File: src/rtl/cmd_write_guard.sv
module cmd_write_guard #(
  parameter int DW  = 8,
  parameter int RW  = 4,
  parameter int GAP = 2
) (
  input  logic          clk,
  input  logic          rst_n,
  input  logic          fast_mode,
  input  logic [RW-1:0] rate_div,
  input  logic          wr_en,
  input  logic [DW-1:0] wr_data,
  input  logic          set_ta,
  input  logic          set_ri,
  output logic          cmd_wr,
  output logic [DW-1:0] cmd_data,
  output logic          reject,
  output logic          busy,
  output logic          ta_flag,
  output logic          ri_flag,
  output logic          irq
);
  localparam int GW = $clog2(GAP + 1);
  localparam logic [2:0] OP_EN_TX = 3'd3;
  localparam logic [2:0] OP_EN_RX = 3'd4;

  logic [RW-1:0] div_cnt;
  logic [GW-1:0] gap_cnt;
  logic          ta_q, ri_q;

  wire tick   = (div_cnt >= rate_div);
  wire unit   = fast_mode | tick;
  wire en_tx  = (wr_data[2:0] == OP_EN_TX);
  wire en_rx  = (wr_data[2:0] == OP_EN_RX);
  wire locked = !fast_mode && (set_ta || set_ri);
  wire accept = wr_en && (gap_cnt == '0) && !((en_tx || en_rx) && locked);
  wire ta_ev  = fast_mode ? (ta_q && !set_ta) : (set_ta && !ta_q);
  wire ri_ev  = fast_mode ? (ri_q && !set_ri) : (set_ri && !ri_q);

  assign busy = (gap_cnt != '0);

  always_ff @(posedge clk) begin
    if (!rst_n) begin
      div_cnt <= '0;
      gap_cnt <= '0;
    end else begin
      div_cnt <= tick ? '0 : div_cnt + 1'b1;
      if (accept)
        gap_cnt <= fast_mode ? GW'(GAP - 1) : GW'(GAP);
      else if (unit && busy)
        gap_cnt <= gap_cnt - 1'b1;
    end
  end

  always_ff @(posedge clk) begin
    if (!rst_n) begin
      ta_q     <= 1'b0;
      ri_q     <= 1'b0;
      ta_flag  <= 1'b1;
      ri_flag  <= 1'b1;
      irq      <= 1'b0;
      cmd_wr   <= 1'b0;
      cmd_data <= '0;
      reject   <= 1'b0;
    end else begin
      ta_q   <= set_ta;
      ri_q   <= set_ri;
      cmd_wr <= accept;
      reject <= wr_en && !accept;
      if (accept) cmd_data <= wr_data;
      if (ta_ev) ta_flag <= 1'b1;
      else if (accept && en_tx) ta_flag <= 1'b0;
      if (ri_ev) ri_flag <= 1'b1;
      else if (accept && en_rx) ri_flag <= 1'b0;
      irq <= (ta_ev && !ta_flag) || (ri_ev && !ri_flag);
    end
  end
endmodule


File: config.mk
export PLATFORM = sky130hd
export DESIGN_NAME = cmd_write_guard
export DESIGN_NICKNAME = d
export VERILOG_FILES = /design/src/rtl/cmd_write_guard.sv
export SDC_FILE = /design/constraint.sdc
export NUM_CORES = 1
export LEC_CHECK = 0
export BUFFER_PORTS_ARGS = -buffer_cell sky130_fd_sc_hd__buf_2
export CORE_MARGIN = 2
export CORE_UTILIZATION = 46
export CTS_BUF_LIST = sky130_fd_sc_hd__clkbuf_8
export CTS_CLUSTER_DIAMETER = 60
export DETAILED_ROUTE_END_ITERATION = 10
export PLACE_DENSITY_LB_ADDON = 0.15
export SLEW_MARGIN = 25
export SYNTH_ARGS = -nofsm -noshare
export SYNTH_HDL_FRONTEND = slang
export SYNTH_SLANG_ARGS = --single-unit
File: constraint.sdc
create_clock -name clk -period 1.75 [get_ports clk]
set_clock_uncertainty 0.15 [all_clocks]
set_input_delay 0.0875 -clock clk [delete_from_list [all_inputs] [get_ports clk]]
set_output_delay 0.0875 -clock clk [all_outputs]
set_load 0.05 [all_outputs]
# [Yosys cells after proc, flatten, opt, wreduce, memory -nomap -nowiden]
# Cells that the tools add are included.
[word_totals] regBits=21 inputBits=18 output_inout_bits=14 word_cells=54
[classes] add_sub_neg=2 order_cmp=1 n_eq_ne=2 muxes=5 n_bitwise=2 n_reduce_logical=32
[op_table] cell="$logic_and 1x1->1" count=14
[op_table] cell="$logic_not 1->1" count=9
[op_table] cell="$mux 2" count=3
[op_table] cell="$reduce_or 2->1" count=3
[op_table] cell="$add 4x1->4 const B" count=1
[op_table] cell="$ge 4x4->1" count=1
[op_table] cell="$reduce_bool 2->1" count=2
[op_table] cell="$eq 3x2->1 const B" count=1
[op_table] cell="$eq 3x3->1 const B" count=1
[op_table] cell="$logic_or 1x1->1" count=3
[op_table] cell="$logic_not 2->1" count=1
[op_table] cell="$mux 1" count=2
[op_table] cell="$sub 2x1->2 const B" count=1
[op_table] cell="$not 1->1" count=1
[op_table] cell="$or 1x1->1" count=1

# [Logic depth before layout (Yosys ltp)]
# Gate-level depths: netlist of run 1.
[depth] word_depth=7 mapped_depth=7

# [Worst setup path before layout of run 1]
# OpenSTA, ideal clock, no wires.
[synth_timing] path_type="register to register" from="register div_cnt[0]" to="register gap_cnt[1]" arrival_time_ns=1.694 required_ns=1.538 slack_ns=-0.156 path_stages_with_launch=8 n_path_buf=0 cell_sequence="dfxtp_1 inv_1 ha_1 or3b_1 o2111ai_2 nand3_4 or4_1 nand3_1"
[synth_via] elab_chain_cells=4
[synth_rtl] element="start: declaration" line_no="26" text="logic [RW-1:0] div_cnt;"
[synth_rtl] element="start signal: assignment" line_no="46" text="div_cnt <= tick ? '0 : div_cnt + 1'b1;"
[synth_rtl] element="$ge 4x4->1" line_no="30" text="wire tick = (div_cnt >= rate_div);"
[synth_rtl] element="$or 1x1->1" line_no="31" text="wire unit = fast_mode | tick;"
[synth_rtl] element="$logic_and 1x1->1" line_no="49" text="else if (unit && busy)"
[synth_rtl] element="$reduce_bool 2->1 (no line)"
[synth_rtl] element="end signal: assignment" line_no="48" text="gap_cnt <= fast_mode ? GW'(GAP - 1) : GW'(GAP);"
[synth_rtl] element="end signal: assignment" line_no="50" text="gap_cnt <= gap_cnt - 1'b1;"
[synth_rtl] element="end: declaration" line_no="27" text="logic [GW-1:0] gap_cnt;"
# No other way between the ends.
# A chain may end at the register's enable or synchronous reset.

# [Final worst setup path of run 1]
# Ends and elaborated chain as after synthesis.

==> run_results.csv, run 1 <==
group,metric,value,unit
hold_path,hp-class,"in -> reg",
critical_path,ws_path_type,"reg -> reg",
layout,layout.cells.non_filler,182,
yosys,synth_most_common_cell,"dfxtp_1",
yosys,postSynthAreaPerCell,9.214,um^2
critical_path,critPathLaunchType,"register",
critical_path,critical_path.max_fanout,2,
layout,num_antenna_cells,0,
die,rows,16,
critical_path,worst_ep_required_time,1.80,ns
yosys,synth_top_area_share,0.4264,
critical_path,timing.critical_path.max_delay_family,"simple AND/OR/NAND/NOR gates",
grt,number_of_antenna_violations_at_the_first_check_in_global_routing,0,
yosys,syn-cell-area,985.9,um^2
grt,gr-total-overflow,0,
grt,maximum_number_of_pins_on_one_net_before_global_route_repair,20,
die,die_area,0.002530,mm^2
clock_network,clockRootBuffer,"clkbuf_8",
die,core_region_area,0.001982,mm^2
flow_run,cap_viol_max_count,0,
critical_path,critical_path.endpoint_type,"register",
timing,worst_slew_pin_slew,0.3187,ns
routing,iteration_count_of_the_initial_detailed_routing_pass,2,
yosys,synth.yosys.seq_area_share,0.4264,
clock_network,cts_tree,"built",
clock_network,level_count_of_the_clock_h_tree,1,
critical_path,crit_slowest_cell,"or4_4",
power,power_density,1134,mW/mm^2
routing,vias_per_cell,4.868,
yosys,synth-edff-count,0,
grt,grt_use_total,0.1818,
power,total_leakage_power,0.6597,nW
critical_path,worst-endpoint-arrival,1.89,ns
grt,vias_in_the_first_global_route,846,
status,outcome,"complete, but fails checks",
yosys,synth.cells.most_frequent,"21 x dfxtp_1, 11 x nor2_1, 9 x inv_1",
clock_network,clkSinkCount,21,
layout,area_growth_syn_to_layout,44.16,%
power,finalPower,1.612,mW
grt,global_route_wire_length_before_repair,3.532,mm
die,ios,32,
die,initial_core_util,0.4975,
routing,drc_errors,0,
yosys,postSynth.asyncResetShare,0,
routing,routed_wirelength,2.164,mm
critical_path,critical-path-max-stage-delay,0.42,ns
place,portBuffers,31,
die,fp.dieH,50.30,um
yosys,synth_seq_cells,21,
timing,slew_headroom,0.7875,
yosys,yosys-top-cells-area,"dfxtp_1 43%, mux2i_1 8.1%, ha_1 7.6%",
routing,vias,886,
layout,final_net_count,180,
place,placed_cells_incl_taps,166,
yosys,syn-instance-count,107,
yosys,netlist.top_cell.by_area,"dfxtp_1",
routing,drtIter0Drc,9,
place,hpwl_after_detailed_placement,1.506,mm
yosys,synth_fp_nets,131,
routing,post_detailed_route_wirelength_per_cell,11.89,um
clock_network,tritoncts.num_buffers,3,
layout,final_layout_size_suffix_gt1_frac,0.3613,
power,vdd_drop_max,0.6239,mV
timing,final.period_utilization,1.053,
timing,final_period_minus_worst_setup_slack,1.843,ns
timing,report.final.slew_viol_count,0,
yosys,synthFlopType,"dfxtp_1",
timing,rsz0062_at_grt,"true",
yosys,yosysUniqueCellTypes,32,
status,failed_checks,"setup timing",
timing,finalHoldViolCount,0,
timing,total_of_endpoints_with_negative_setup_slack_in_the_final_report,2,
critical_path,timing.critical_path.cells,"inv_2 > ha_4 > or3b_4 > o2111ai_4 > nand3_4 > or4_4 > nand3_2",
timing,finalWorstSetupSlack,-0.09314,ns
clock_network,ctsLongestPathBuffers,2,
routing,ant_nets,0,
clock_network,clk-insertion-delay-late,0.25,ns
die,fp.dieW,50.30,um
clock_network,cts.reportedPaths.clkPinSlew,0.07,ns
yosys,yosysWarningCount,0,
place,place_congestion,0.8038,
critical_path,worstPathBufferInverterCount,1,
timing,fmax,542.6,MHz
-- placed cells by master, fill, tap and decap left out, types with 2 or more instances in the layout --
| master | instances |
|---|---|
| nor2b_1 | 8 |
| buf_4 | 6 |
| nand2_1 | 6 |
| mux2i_1 | 8 |
| inv_1 | 9 |
| nor2_2 | 2 |
| nor2_1 | 9 |
| dfxtp_1 | 20 |
| a21oi_1 | 2 |
| and2_1 | 4 |
| o31ai_1 | 2 |
| dlygate4sd3_1 | 10 |
| ha_1 | 5 |
| clkbuf_8 | 3 |
| nand3_1 | 4 |
| o21ai_0 | 3 |
| a21oi_2 | 2 |
| buf_2 | 31 |
-- worst register-to-register path, delay by kind of cell (launching register included) --
family,cells,cell delay [ns]
AO/OA/AOI/OAI,1,0.10
AND/OR/NAND/NOR,4,0.96
buffers and inverters,1,0.04
flip-flops,1,0.33
adder cells (fa/ha/maj),1,0.20
-- stage by stage --
| stage | util | hold slack (ns) | area (um^2) | setup WS, ns | setup TNS, ns |
|---|---|---|---|---|---|
| 3_5_place_dp | 0.6023 | 0.2098 | 1194 | -0.1256 | -0.1936 |
| 3_3_place_gp | 0.6023 | 0.1931 | 1194 | -0.06913 | -0.06913 |
| 2_1_floorplan | - | 0.05921 | 987.2 | -0.1083 | -0.1083 |
| 4_1_cts | 0.7064 | 0.003571 | 1400 | -0.07703 | -0.1042 |
| 5_1_grt | 0.7172 | 0.03103 | 1421 | -0.1464 | -0.3236 |
| 6_report | 0.7172 | 0.002572 | 1421 | -0.09314 | -0.1195 |
-- kinds of logic (layout without fill, tap and decap cells) --
| family | after synthesis | count (layout) | share of synthesized area |
|---|---|---|---|
| simple gates | 41 | 41 | 0.2284 |
| fa+ha+maj | 6 | 6 | 0.07614 |
| compound gates | 16 | 16 | 0.1155 |
| flops | 21 | 21 | 0.4264 |
| mux | 8 | 8 | 0.08122 |
| buf+inv | 13 | 61 | 0.05457 |
| xor+xnor | 2 | 2 | 0.01777 |
-- sequential cells by signal, indices dropped and copies added, names as in the netlist --
register,count
reject,1
cmd_wr,1
cmd_data,8
div_cnt,4
ri_flag,1
gap_cnt,2
ri_q,1
ta_q,1
irq,1
ta_flag,1
-- power by group --
group	internal (mW)	total (mW)	switching [mW]
Sequential	0.552	0.587	0.0345
Combinational	0.275	0.721	0.446
Clock	0.156	0.304	0.148
Total	0.983	1.61	0.629
-- path summary, 6_finish.rpt --
kind         cells past startpoint  slack (ns)                 endpoint                    start
min reg2reg                      1        0.34  gap_cnt[0]$_SDFFE_PN0P_  gap_cnt[0]$_SDFFE_PN0P_
min                              3       0.003     ta_flag$_SDFFE_PP1P_               wr_data[2]
max                              7       -0.09  gap_cnt[1]$_SDFFE_PN0P_    div_cnt[0]$_SDFF_PP0_
max reg2reg                      7       -0.09  gap_cnt[1]$_SDFFE_PN0P_    div_cnt[0]$_SDFF_PP0_
-- layer usage --
| metal | vias to the layer above | global-route usage | part of all wire |
|---|---|---|---|
| met1 | 402 | 0.1985 | 0.43 |
| met2 | 19 | 0.3421 | 0.52 |
| met5 | - | 0 | 0 |
| met3 | 4 | 0.04167 | 0.034 |
| li1 | 461 | - | - |
| met4 | 0 | 0.05856 | 0.012 |
-- area by class of cell --
class                      count  area, um^2
tap                           27       33.78
clock buffer                   3       41.29
timing repair buffer          48       311.5
fill                         161       560.5
clock inverter                 1       3.754
sequential                    21       421.7
multi-input combinational     73       575.6
inverter                       9       33.78
-- repair_timing --
item	in CTS	in global routing
hold buffers	10	0
resized for setup	9	4
cloned	0	0
endpoints found under the setup margin	2	2
hold endpoints to repair	12	0
buffers inserted	1	1
pin swaps	3	3
No activity file was read; power rests on OpenSTA's default activity.
==> run 2, diff against run 1 <==
--- a/config.mk
+++ b/config.mk
@@ -5,6 +5,7 @@
 export SDC_FILE = /design/constraint.sdc
 export NUM_CORES = 1
 export LEC_CHECK = 0
+export ABC_AREA = 1
 export BUFFER_PORTS_ARGS = -buffer_cell sky130_fd_sc_hd__buf_2
 export CORE_MARGIN = 2
 export CORE_UTILIZATION = 46
==> run 2 against run 1 <==
Compared with the run above: the run now ends clean; cell count is 12% higher; combinational power is 3.7% higher; flip-flop and latch count stayed put; global-route usage is 0.97 points lower; sequential power is 6.0% higher; routed wire length is 4.7% lower; maximum frequency is 19% higher; critical path type is now in -> reg.
==> run_results.csv, run 2 <==
group,metric,value,unit
status,outcome,"complete, no violations",
clock_network,level_count_of_the_clock_h_tree,1,
yosys,synth-edff-count,0,
layout,final_layout_size_suffix_gt1_frac,0.2216,
die,rows,16,
die,fp.dieH,49.68,um
yosys,synth_top_area_share,0.4381,
die,ios,32,
yosys,yosys-top-cells-area,"dfxtp_1 44%, nor2_1 11%, nand2_1 10%",
die,die_area,0.002468,mm^2
place,dp_worst_setup_slack,0.2409,ns
critical_path,timing.critical_path.max_delay_family,"buffers and inverters",
critical_path,worstPathBufferInverterCount,3,
routing,ant_nets,0,
critical_path,worstSetupPathDepth,10,
clock_network,clk-insertion-delay-late,0.25,ns
place,portBuffers,31,
timing,final_period_minus_worst_setup_slack,1.550,ns
power,power.switching,0.7358,mW
critical_path,critical-path-top-cell-by-count,"nor2_1",
critical_path,worst-endpoint-arrival,1.54,ns
timing,final.period_utilization,0.8858,
critical_path,reg2reg_depth,10,
die,initial_core_util,0.4892,
yosys,synth_seq_cells,21,
layout,max_ffs_per_register,8,
timing,report.final.slew_viol_count,0,
power,seq_power_share,0.372,
yosys,synth.cells.most_frequent,"29 x nor2_1, 26 x nand2_1, 21 x dfxtp_1",
clock_network,clockRootBuffer,"clkbuf_8",
critical_path,worstReg2RegEnd,"gap_cnt[1]$_SDFFE_PN0P_",
die,core_region_area,0.001962,mm^2
yosys,netlist.top_cell.by_area,"dfxtp_1",
layout,final_net_count,201,
timing,finalWorstSetupSlack,0.1998,ns
grt,grt_use_total,0.1721,
clock_network,ctsLongestPathBuffers,2,
yosys,yosysWarningCount,0,
grt,gr-total-overflow,0,
critical_path,ws_path_type,"in -> reg",
yosys,syn-cell-area,959.7,um^2
yosys,synth.yosys.seq_area_share,0.4381,
timing,fmax,645.1,MHz
grt,maximum_number_of_pins_on_one_net_before_global_route_repair,17,
clock_network,cts_tree,"built",
routing,routed_wirelength,2.062,mm
critical_path,crit_slowest_cell,"dlygate4sd3_1",
layout,finalCoreUtilization,0.6543,
clock_network,clkSinkCount,21,
clock_network,resized_after_cts,0,
critical_path,regToRegStartpoint,"div_cnt[0]$_SDFF_PP0_",
grt,global_route_wire_length_before_repair,3.277,mm
timing,rsz0062_at_grt,"false",
hold_path,hp-class,"in -> reg",
power,power_density,1303,mW/mm^2
grt,vias_in_the_first_global_route,793,
timing,slew_headroom,0.8039,
critical_path,critPathLaunchType,"input port",
critical_path,worst_ep_required_time,1.74,ns
layout,area_growth_syn_to_layout,33.77,%
power,power.clock.fraction,0.181,
place,hpwl_after_detailed_placement,1.465,mm
routing,post_detailed_route_wirelength_per_cell,10.16,um
yosys,synth_most_common_cell,"nor2_1",
grt,number_of_antenna_violations_at_the_first_check_in_global_routing,0,
timing,worst_slew_pin_slew,0.2911,ns
routing,vias_per_cell,4.567,
yosys,postSynthAreaPerCell,7.270,um^2
power,switching_share,0.4399,
yosys,syn-instance-count,132,
critical_path,critical-path-max-stage-delay,0.54,ns
timing,fin_tns_setup,0,ns
routing,drtIter0Drc,19,
power,cell_internal_pwr,0.9369,mW
layout,num_antenna_cells,0,
yosys,synth_fp_nets,156,
critical_path,crit_path_to,"cmd_data[5]$_SDFFE_PN0P_",
power,total_leakage_power,0.6984,nW
layout,largest_registers,"cmd_data x8, div_cnt x4, gap_cnt x2",
layout,fillers,185,
layout,layout.cells.most_common,"buf_2",
yosys,postSynth.asyncResetShare,0,
critical_path,critical_path.endpoint_type,"register",
critical_path,timing.critical_path.cells,"dlygate4sd3_1 > buf_2 > nor2_1 > nand2_1 > nand2_1 > nand2_2 > nand2_4 > inv_2 > nor2_1 > nor2_1",
hold_path,hold_depth,3,
clock_network,cts.reportedPaths.clkPinSlew,0.07,ns
flow_run,cap_viol_max_count,0,
power,power_share_of_the_combinational_group,0.447,
layout,largest-register,"cmd_data",
yosys,yosysUniqueCellTypes,19,
critical_path,reg2reg_setup_slack,0.21,ns
layout,most_used_cells_in_the_layout_excluding_fill_and_tap_cells,"31 x buf_2, 29 x nor2_1, 26 x nand2_1",
clock_network,tritoncts.num_buffers,3,
routing,vias,927,
routing,drc_errors,0,
critical_path,startpoint,"wr_data[0]",
timing,finalHoldWorstSlack,0.03338,ns
timing,finalHoldViolCount,0,
die,fp.dieW,49.68,um
routing,iteration_count_of_the_initial_detailed_routing_pass,4,
power,vdd_drop_max,0.9325,mV
yosys,synthFlopType,"dfxtp_1",
place,place_congestion,0.7445,
timing,total_of_endpoints_with_negative_setup_slack_in_the_final_report,0,
critical_path,critical_path.max_fanout,16,
[run 2: changes by cell type after synthesis, sizes merged, moves of 2 or more]
| cell | delta |
|---|---|
| and2 | -4 |
| inv | +12 |
| mux2i | -8 |
| nand2 | +22 |
| nand4 | +2 |
| nor2 | +18 |
| nor2b | -8 |
| o21ai | +8 |
| o31ai | -2 |
[run 2: area by class of cell]
| type | count | area [um^2] | share of cell area |
|---|---|---|---|
| clock buffer | 3 | 41.29 | 0.03216 |
| clock inverter | 1 | 3.754 | 0.002924 |
| inverter | 21 | 78.83 | 0.06140 |
| multi-input combinational | 88 | 440.4 | 0.3431 |
| sequential | 21 | 420.4 | 0.3275 |
| tap | 27 | 33.78 | 0.02632 |
| timing repair buffer | 42 | 265.3 | 0.2066 |
[run 2: logic make-up (layout without fill, tap and decap cells)]
kind of cell | Yosys count | count (layout) | share of synthesized area
and+or+nand+nor | 65 | 65 | 0.2803
xor gates and xnor gates | 2 | 2 | 0.01826
buffers and inverters | 23 | 67 | 0.1030
DFF | 21 | 21 | 0.4381
adders and majority gates | 6 | 6 | 0.07822
AOI/OAI and AO/OA | 15 | 15 | 0.08214
[run 2: worst min-delay path by stage]
stage | from | to | slack, ns
6_report | rst_n | ta_q$_SDFF_PN0_ | 0.03
5_1_grt | rst_n | ri_q$_SDFF_PN0_ | 0.04
4_1_cts | rst_n | ta_q$_SDFF_PN0_ | 0.03
3_5_place_dp | set_ta | ta_q$_SDFF_PN0_ | 0.15
3_3_place_gp | set_ta | ta_q$_SDFF_PN0_ | 0.14
2_1_floorplan | set_ri | ri_q$_SDFF_PN0_ | 0.03
[run 2: per-layer routing]
| layer | vias to the layer above | track usage | part of all wire |
|---|---|---|---|
| met5 | - | 0 | 0 |
| li1 | 492 | - | - |
| met1 | 393 | 0.2114 | 0.44 |
| met4 | 0 | 0.05556 | 0.0053 |
| met3 | 2 | 0.02727 | 0.069 |
| met2 | 40 | 0.3044 | 0.48 |
[run 2: worst reg2reg max path: stages, from the launching register on]
cell and delay (ns):
dfxtp_1 0.37, inv_1 0.06, ha_1 0.26, nand2_1 0.06
inv_1 0.03, nand2_1 0.07, nand4_1 0.13, nand2_1 0.11
nand2_1 0.07, nand2_1 0.08, a21oi_2 0.05
[run 2: power groups by stage]
stage | combinational, mW | clock [mW] | sequential [mW]
after global routing | 0.810 | 0.327 | 0.633
after detailed placement | 0.729 | 0 | 0.630
after floorplan | 0.390 | 0 | 0.829
final | 0.748 | 0.302 | 0.622
after CTS | 0.749 | 0.308 | 0.619
after global placement | 0.705 | 0 | 0.626
[run 2: timing repair]
item,CTS,global route
buffers inserted,0,0
hold buffers,11,0
hold endpoints to repair,11,0
[run 2: stage by stage]
step | power, mW | instance area (um^2) | instances
floorplan | 1.219 | 959.7 | 132
global placement | 1.331 | 1129 | 188
detailed placement | 1.359 | 1129 | 188
CTS | 1.677 | 1284 | 203
global route | 1.771 | 1284 | 203
finish | 1.673 | 1284 | 203
